--- config.mk ---
export PLATFORM = sky130hd
export DESIGN_NAME = serdes_mode_ctrl
export DESIGN_NICKNAME = d
export VERILOG_FILES = /design/src/rtl/serdes_mode_pkg.sv /design/src/rtl/serdes_in_sync.sv /design/src/rtl/serdes_mode_decode.sv /design/src/rtl/serdes_lock_seq.sv /design/src/rtl/serdes_oe_gen.sv /design/src/rtl/serdes_mode_ctrl.sv
export SDC_FILE = /design/constraint.sdc
export NUM_CORES = 1
export LEC_CHECK = 0
export BUFFER_PORTS_ARGS = -buffer_cell sky130_fd_sc_hd__buf_2
export CAP_MARGIN = 20
export CORE_MARGIN = 2
export CORE_UTILIZATION = 50
export DETAILED_ROUTE_END_ITERATION = 12
export PLACE_DENSITY = 0.72
export SLEW_MARGIN = 20
export SYNTH_ARGS = -nofsm -noshare
export SYNTH_HDL_FRONTEND = slang
export SYNTH_SLANG_ARGS = --single-unit
--- constraint.sdc ---
create_clock -name clk -period 1.8 [get_ports clk]
set_clock_uncertainty 0.1 [all_clocks]
set_input_delay 0.18 -clock clk [delete_from_list [all_inputs] [get_ports clk]]
set_output_delay 0.18 -clock clk [all_outputs]
set_load 0.01 [all_outputs]
--- src/rtl/serdes_mode_pkg.sv ---
package serdes_mode_pkg;

   typedef enum logic [1:0] {
      ST_PDN  = 2'd0,
      ST_WAIT = 2'd1,
      ST_RUN  = 2'd2
   } mode_state_t;

   localparam logic [1:0] SEL_PDN = 2'b00;

   typedef struct packed {
      logic pd_rst;
      logic pll_en;
      logic los_arm;
      logic par_in_hold;
      logic ser_en;
      logic des_en;
      logic ser_tx_oe;
      logic ser_rx_en;
      logic par_out_oe;
      logic wclk_hold;
   } ctrl_t;

   localparam ctrl_t CTRL_PDN = '{pd_rst: 1'b1, pll_en: 1'b0, los_arm: 1'b1,
                                  par_in_hold: 1'b1, default: 1'b0};

endpackage

--- src/rtl/serdes_in_sync.sv ---
module serdes_in_sync #(
   parameter int WIDTH  = 3,
   parameter int STAGES = 2
) (
   input  logic             clk,
   input  logic             rst_n,
   input  logic [WIDTH-1:0] d_i,
   output logic [WIDTH-1:0] q_o
);

   initial begin
      if (STAGES < 2) $error("serdes_in_sync: STAGES must be at least 2");
      if (WIDTH < 1)  $error("serdes_in_sync: WIDTH must be positive");
   end

   logic [WIDTH-1:0] chain [STAGES];

   for (genvar g = 0; g < STAGES; g++) begin : g_stage
      if (g == 0) begin : g_first
         always_ff @(posedge clk or negedge rst_n) begin
            if (!rst_n) chain[g] <= '0;
            else        chain[g] <= d_i;
         end
      end else begin : g_next
         always_ff @(posedge clk or negedge rst_n) begin
            if (!rst_n) chain[g] <= '0;
            else        chain[g] <= chain[g-1];
         end
      end
   end

   assign q_o = chain[STAGES-1];

endmodule

--- src/rtl/serdes_mode_decode.sv ---
module serdes_mode_decode
   import serdes_mode_pkg::*;
#(
   parameter int SEL_W = 2
) (
   input  logic [SEL_W-1:0] sel_i,
   output logic             pdn_o,
   output logic [SEL_W-1:0] range_o
);

   always_comb begin
      pdn_o   = (sel_i == SEL_W'(SEL_PDN));
      range_o = pdn_o ? '0 : sel_i;
   end

endmodule

--- src/rtl/serdes_lock_seq.sv ---
module serdes_lock_seq
   import serdes_mode_pkg::*;
#(
   parameter int SEL_W       = 2,
   parameter int LOCK_CYCLES = 64
) (
   input  logic             clk,
   input  logic             rst_n,
   input  logic             pdn_i,
   input  logic [SEL_W-1:0] range_i,
   input  logic             ref_valid_i,
   output mode_state_t      state_o,
   output logic [SEL_W-1:0] range_q_o
);

   localparam int CNT_W = (LOCK_CYCLES > 1) ? $clog2(LOCK_CYCLES) : 1;
   localparam logic [CNT_W-1:0] CNT_LAST = CNT_W'(LOCK_CYCLES - 1);

   initial begin
      if (LOCK_CYCLES < 2) $error("serdes_lock_seq: LOCK_CYCLES must be at least 2");
   end

   mode_state_t      state_q;
   logic [CNT_W-1:0] cnt_q;
   logic [SEL_W-1:0] range_q;

   always_ff @(posedge clk or negedge rst_n) begin
      if (!rst_n) begin
         state_q <= ST_PDN;
         cnt_q   <= '0;
         range_q <= '0;
      end else if (pdn_i) begin
         state_q <= ST_PDN;
         cnt_q   <= '0;
         range_q <= '0;
      end else begin
         unique case (state_q)
            ST_PDN: begin
               state_q <= ST_WAIT;
               cnt_q   <= '0;
               range_q <= range_i;
            end
            ST_WAIT: begin
               if (range_i != range_q) begin
                  range_q <= range_i;
                  cnt_q   <= '0;
               end else if (!ref_valid_i) begin
                  cnt_q   <= '0;
               end else if (cnt_q == CNT_LAST) begin
                  state_q <= ST_RUN;
                  cnt_q   <= '0;
               end else begin
                  cnt_q   <= cnt_q + 1'b1;
               end
            end
            ST_RUN: begin
               if (range_i != range_q || !ref_valid_i) begin
                  state_q <= ST_WAIT;
                  cnt_q   <= '0;
                  range_q <= range_i;
               end
            end
            default: begin
               state_q <= ST_PDN;
               cnt_q   <= '0;
               range_q <= '0;
            end
         endcase
      end
   end

   assign state_o   = state_q;
   assign range_q_o = range_q;

endmodule

--- src/rtl/serdes_oe_gen.sv ---
module serdes_oe_gen
   import serdes_mode_pkg::*;
#(
   parameter bit OUT_REG = 1'b1
) (
   input  logic        clk,
   input  logic        rst_n,
   input  mode_state_t state_i,
   input  logic        dir_i,
   output ctrl_t       ctrl_o
);

   ctrl_t nxt;

   always_comb begin
      nxt = CTRL_PDN;
      if (state_i != ST_PDN) begin
         nxt.pd_rst      = 1'b0;
         nxt.pll_en      = 1'b1;
         nxt.los_arm     = 1'b0;
         nxt.par_in_hold = 1'b0;
         nxt.wclk_hold   = dir_i;
         if (state_i == ST_RUN) begin
            nxt.ser_en     = dir_i;
            nxt.ser_tx_oe  = dir_i;
            nxt.des_en     = !dir_i;
            nxt.ser_rx_en  = !dir_i;
            nxt.par_out_oe = !dir_i;
         end
      end
   end

   if (OUT_REG) begin : g_reg
      ctrl_t ctrl_q;
      always_ff @(posedge clk or negedge rst_n) begin
         if (!rst_n) ctrl_q <= CTRL_PDN;
         else        ctrl_q <= nxt;
      end
      assign ctrl_o = ctrl_q;
   end else begin : g_comb
      assign ctrl_o = nxt;
   end

endmodule

--- src/rtl/serdes_mode_ctrl.sv ---
module serdes_mode_ctrl
   import serdes_mode_pkg::*;
#(
   parameter int LOCK_CYCLES = 64,
   parameter int SYNC_STAGES = 2,
   parameter bit OUT_REG     = 1'b1
) (
   input  logic       clk,
   input  logic       rst_n,
   input  logic [1:0] sel_i,
   input  logic       dir_i,
   input  logic       ref_valid_i,
   output logic       dir_o,
   output logic       pd_rst_o,
   output logic       pll_en_o,
   output logic [1:0] range_o,
   output logic       los_arm_o,
   output logic       par_in_hold_o,
   output logic       ser_en_o,
   output logic       des_en_o,
   output logic       ser_tx_oe_o,
   output logic       ser_rx_en_o,
   output logic       par_out_oe_o,
   output logic       wclk_hold_o
);

   localparam int SEL_W  = 2;
   localparam int SYNC_W = SEL_W + 1;

   logic [SYNC_W-1:0] sync_q;
   logic [SEL_W-1:0]  sel_s;
   logic              dir_s;
   logic              pdn;
   logic [SEL_W-1:0]  range_dec;
   logic [SEL_W-1:0]  range_q;
   mode_state_t       state;
   ctrl_t             ctrl;
   logic [SEL_W-1:0]  range_out_q;

   // Turn-around path: inverted, no clocking
   assign dir_o = ~dir_i;

   serdes_in_sync #(.WIDTH(SYNC_W), .STAGES(SYNC_STAGES)) i_sync (
      .clk   (clk),
      .rst_n (rst_n),
      .d_i   ({sel_i, dir_i}),
      .q_o   (sync_q)
   );

   assign sel_s = sync_q[SYNC_W-1:1];
   assign dir_s = sync_q[0];

   serdes_mode_decode #(.SEL_W(SEL_W)) i_dec (
      .sel_i   (sel_s),
      .pdn_o   (pdn),
      .range_o (range_dec)
   );

   serdes_lock_seq #(.SEL_W(SEL_W), .LOCK_CYCLES(LOCK_CYCLES)) i_seq (
      .clk         (clk),
      .rst_n       (rst_n),
      .pdn_i       (pdn),
      .range_i     (range_dec),
      .ref_valid_i (ref_valid_i),
      .state_o     (state),
      .range_q_o   (range_q)
   );

   serdes_oe_gen #(.OUT_REG(OUT_REG)) i_oe (
      .clk     (clk),
      .rst_n   (rst_n),
      .state_i (state),
      .dir_i   (dir_s),
      .ctrl_o  (ctrl)
   );

   if (OUT_REG) begin : g_rng_reg
      always_ff @(posedge clk or negedge rst_n) begin
         if (!rst_n) range_out_q <= '0;
         else        range_out_q <= (state == ST_PDN) ? '0 : range_q;
      end
   end else begin : g_rng_comb
      assign range_out_q = (state == ST_PDN) ? '0 : range_q;
   end

   assign range_o       = range_out_q;
   assign pd_rst_o      = ctrl.pd_rst;
   assign pll_en_o      = ctrl.pll_en;
   assign los_arm_o     = ctrl.los_arm;
   assign par_in_hold_o = ctrl.par_in_hold;
   assign ser_en_o      = ctrl.ser_en;
   assign des_en_o      = ctrl.des_en;
   assign ser_tx_oe_o   = ctrl.ser_tx_oe;
   assign ser_rx_en_o   = ctrl.ser_rx_en;
   assign par_out_oe_o  = ctrl.par_out_oe;
   assign wclk_hold_o   = ctrl.wclk_hold;

endmodule

### Word level (Yosys, flattened, before mapping)

Cells that the tools add are included.

* bits of input ports: 6
* output and inout bits: 13
* word-level logic and storage cells: 55
* register bits after elaboration: 28

* equal/unequal tests: 9
* muxes and demuxes: 20
* add/subtract/negate cells: 1
* reduce and logical (&&, ||, !) cells: 8
* bitwise gates (word level): 1

Operators by type and width (count)
* $mux W6: 5
* $mux W2: 10
* $pmux W2 S3: 2
* $pmux W6 S2: 1
* $mux W10: 1
* $ne A3 B3 Y1 const B: 3
* $add A6 B1 Y6 const B: 1
* $eq A6 B6 Y1 const B: 1
* $ne A3 B2 Y1 const B: 2
* $mux W5: 1
* $logic_not A2 Y1: 2
* $reduce_and A4 Y1: 1
* $eq A2 B1 Y1 const B: 1
* $eq A2 B2 Y1 const B: 1
* $logic_not A1 Y1: 2
* $ne A2 B2 Y1: 1
* $reduce_and A2 Y1: 1
* $reduce_bool A2 Y1: 1
* $logic_or A1 B1 Y1: 1
* $not A1 Y1: 1

### Longest topological paths before layout

* depth in word-level cells: 7
* depth in mapped cells: 5
* gate-level depth less buffers: 5

### Hierarchy

Synthesis repeated with hierarchy kept, for this count alone.

* cells, all modules: 84
* area total of the unflattened synthesis: 974.7 um^2

Modules (own cells, without submodules)
* serdes_lock_seq: instances 1, cells each 52, seq. area each 250.2 um^2, area an instance 519.2 um^2
* serdes_oe_gen: instances 1, cells each 15, seq. area each 126.4 um^2, area an instance 202.7 um^2
* serdes_in_sync: instances 1, cells each 9, seq. area each 150.1 um^2, area an instance 172.7 um^2
* serdes_mode_ctrl: instances 1, cells each 5, seq. area each 50.0 um^2, area an instance 68.8 um^2
* serdes_mode_decode: instances 1, cells each 3, seq. area each 0.0 um^2, area an instance 11.3 um^2

### Least setup slack after synthesis

No wires, ideal clock.

* path kind: register -> register
* start: register i_seq.cnt_q[0]
* end: register i_seq.cnt_q[4]
* setup time: 0.125 ns
* clock period less this slack: 1.251 ns
* path buffers: 0
* data required time: 1.575 ns
* data arrival time: 1.025 ns
* setup slack: 0.549 ns
* stages on the path, launching flop included: 6
* cell sequence: dfrtp_1 > ha_1 > nand3_1 > xnor2_1 > a22oi_1 > nor2_1

* word-level cells in the longest chain between the ends: 6
* elaborated cells between the ends (all ways): 7
* those cells by class: add/sub (1); eq/ne (1); mux (5)

RTL lines
* start, declared: line serdes_lock_seq.sv:24 `logic [CNT_W-1:0] cnt_q;`
* start signal, assigned: line serdes_lock_seq.sv:53 `cnt_q <= cnt_q + 1'b1;`
* $add A6 B1 Y6 or $eq A6 B6 Y1 (tied branches): line serdes_lock_seq.sv:53, serdes_lock_seq.sv:49
* $mux W6 *: line serdes_lock_seq.sv:49 `end else if (cnt_q == CNT_LAST) begin`
* $mux W6 *: line serdes_lock_seq.sv:47 `end else if (!ref_valid_i) begin`
* $mux W6 *: line serdes_lock_seq.sv:44 `if (range_i != range_q) begin`
* $pmux W6 S2 *: line serdes_lock_seq.sv:37 `unique case (state_q)`
* $mux W6 *: line serdes_lock_seq.sv:32 `end else if (pdn_i) begin`

Every way passes the cells marked *; elsewhere a longest branch is shown, timed or not.
A chain may end at the register's enable or synchronous reset.

### Worst setup path after layout

* start: register i_seq.state_q[1] (netlist: i_seq.state_o[1])
* end: register i_seq.cnt_q[5]

* word-level cells in the longest chain between the ends: 3
* elaborated cells between the ends (all ways): 5
* those cells by class: eq/ne (3); mux (2)

RTL lines
* start, declared: line serdes_lock_seq.sv:23 `mode_state_t state_q;`
* start signal, assigned: line serdes_lock_seq.sv:29 `state_q <= ST_PDN;`
* start signal, assigned: line serdes_lock_seq.sv:33 `state_q <= ST_PDN;`
* start signal, assigned: line serdes_lock_seq.sv:39 `state_q <= ST_WAIT;`
* $eq A2 B2 Y1 or $eq A2 B1 Y1 (tied branches): line serdes_lock_seq.sv:37
* $pmux W6 S2: line serdes_lock_seq.sv:37
* $mux W6: line serdes_lock_seq.sv:32

Parallel ways exist; a longest one is shown, timed or not.

==> impl_metrics.json <==
{
  "status": "finished, final reports clean",
  "synth_warnings": 0,
  "dp_cells": 117,
  "drive_above_1_share": 0.270,
  "hp-start": "ref_valid_i",
  "grt_usage": 0.152,
  "antennaDiodeCount": 0,
  "critPathLaunchType": "flop",
  "arrival_ns": 1.57,
  "clockBufferDepth": 2,
  "routed_wl_mm": 1.54,
  "portBuffers": 18,
  "worst_hold_path.num_cells": 3,
  "ctsResizeCount": 0,
  "drv_slew": 0,
  "maxCapViolCount": 0,
  "row_count": 15,
  "power_density_nw_per_um2": 769,
  "end_kind": "flop",
  "cts-htree-levels": 1,
  "detail-route-antenna-nets": 0,
  "coreArea_sq_um": 1760,
  "leakagePower_nw": 0.524,
  "ios": 19,
  "regToRegSetupSlack_ns": 0.37,
  "hp-class": "input pin to flop",
  "die_h_um": 47.7,
  "overflow": 0,
  "fin_setup_tns_ns": 0,
  "cp.required_ns": 1.94,
  "synth_area_sq_um": 955,
  "reg2regPathDepth": 3,
  "setup-violations-final": 0,
  "maxSlewHeadroom": 0.673,
  "drc": 0,
  "dr.first_iter.drc_count": 20,
  "synth_edf_count": 0,
  "die_x_um": 47.7,
  "wire_per_inst_um": 12.3,
  "grt_max_degree": 24,
  "drtPass1Iterations": 4,
  "grt_pass1_wl_mm": 2.33,
  "rsz0062_at_grt": "false",
  "vias_per_cell": 5.34,
  "seq_area_frac_synth": 0.604,
  "syn_inst": 80,
  "numCtsBuffers": 3,
  "r2r_start": "i_seq.state_o[1]",
  "ys_types": 29,
  "synth_top_area_frac": 0.577,
  "async_flop_share": 1.00,
  "syn2layout_area_growth_pct": 15.3,
  "vias": 667,
  "r2r_end": "i_seq.cnt_q[5]",
  "synth.avg_cell_area_sq_um": 11.9,
  "synth_area_leaders": "dfrtp_1 58%, buf_4 3.9%, xnor2_1 3.7%, dfstp_2 2.8%, nor2_1 2.8%",
  "cts_num_sinks": 23,
  "layout_common_cells": "22 x dfrtp_1, 18 x buf_2, 7 x nor2_1",
  "synth-main-ff-cell": "dfrtp_1",
  "synth.ff_latch_count": 23,
  "tightest_slew_ns": 0.490,
  "worst-path-max-fanout": 8,
  "dpl.hpwl_mm": 1.07,
  "clockRootBuffer": "clkbuf_4",
  "critPathKind": "flop to flop",
  "fill_cells": 159,
  "instances_no_fill": 125,
  "antenna_found_initial": 0,
  "period_needed_ns": 1.43,
  "cts_setup_buffers": 0,
  "synth_top_area_cell": "dfrtp_1",
  "path_clk_slew_ns": 0.12,
  "start_util": 0.541,
  "finalPower_mw": 0.847,
  "ir_drop_mv": 0.452,
  "worstSkewPairLatency_ns": 0.31,
  "dieArea_sq_um": 2270,
  "nNetsFinal": 108,
  "hold_viol_final": 0,
  "final_common_cell": "dfrtp_1",
  "cts_tree": "built",
  "syn_nets": 87,
  "place.gp.congestion": 0.717,
  "fmax_mhz": 702,
  "whs_endpoint": "i_seq.state_o[1]",
  "period_share": 0.792,
  "grt_pass1_vias": 555
}
## worst max-delay path by stage
stage | startpoint | cells after the start | to | slack, ns
after floorplan | i_seq.cnt_q[0] | 5 | i_seq.cnt_q[4] | 0.55
after global placement | i_seq.cnt_q[0] | 5 | i_seq.cnt_q[4] | 0.46
after detailed placement | i_seq.state_o[0] | 3 | i_seq.cnt_q[5] | 0.43
after CTS | i_seq.state_o[0] | 3 | i_seq.cnt_q[5] | 0.40
after global routing | i_seq.cnt_q[0] | 5 | i_seq.cnt_q[4] | 0.27
final | i_seq.state_o[1] | 3 | i_seq.cnt_q[5] | 0.37
## routing by layer
layer  GRT usage  vias up  share of wire
met2       0.253       41           0.48
met4      0.0649        0          0.012
met5           0        -              0
met1       0.189      315           0.43
li1            -      307              -
met3      0.0340        4          0.076
## area by class of cell
| class | instances | area [sq um] | share of cell area |
|---|---|---|---|
| Timing Repair Buffer | 22 | 130 | 0.118 |
| Clock inverter | 1 | 5.00 | 0.00455 |
| Inverter | 2 | 7.51 | 0.00682 |
| Multi-Input combinational cell | 49 | 328 | 0.298 |
| Clock buffer | 3 | 22.5 | 0.0205 |
| Tap cell | 25 | 31.3 | 0.0284 |
| Sequential cell | 23 | 577 | 0.524 |
## timing repair
| action | in CTS | in global routing |
|---|---|---|
| hold buffers | 4 | 0 |
| endpoints found under the hold margin | 25 | 0 |
| setup endpoints to repair | 0 | 0 |
## sequential cells by signal, summed over array words and instances, names as in the netlist
signal / flops
i_oe.ctrl_o: 5
i_sync.chain: 3
i_sync.q_o: 3
i_seq.cnt_q: 6
range_o: 2
i_seq.range_q_o: 2
i_seq.state_o: 2
## Yosys cell counts, types with 2 or more instances
master / number
a21boi_0: 2
a21oi_1: 3
a22oi_1: 3
a32oi_1: 2
buf_4: 5
dfrtp_1: 22
inv_1: 2
nand2_1: 3
nand2b_1: 2
nand3_1: 5
nor2_1: 7
nor2b_1: 4
xnor2_1: 4
## cells by family (layout without fill, tap and decap cells)
kind of cell | after synthesis | in the layout | synth area share
buffers and inverters | 8 | 28 | 0.0524
and+or+nand+nor | 29 | 29 | 0.174
AOI/OAI and AO/OA | 14 | 14 | 0.110
DFF | 23 | 23 | 0.604
adders and majority gates | 1 | 1 | 0.0131
xor gates and xnor gates | 5 | 5 | 0.0459
## critical path, cell delays in order, from the launching register on
cell and delay (ns):
dfrtp_1 0.47, nor2b_1 0.43, a32oi_1 0.17, a21oi_1 0.18
## where the power goes
group          switching [mW]  internal, mW
registers              0.0120         0.535
logic                  0.0356        0.0311
clock network           0.150        0.0829
## stage by stage
stage | cell area (sq um) | hold WS [ns] | util | setup WS (ns)
floorplan | 955 | -0.216 | - | 0.549
global placement | 1030 | 0.0688 | 0.586 | 0.463
detailed placement | 1030 | 0.0701 | 0.586 | 0.430
CTS | 1100 | 0.0808 | 0.624 | 0.400
global route | 1100 | 0.0704 | 0.624 | 0.275
finish | 1100 | 0.0793 | 0.624 | 0.375
(Power assumes the default switching activity.)
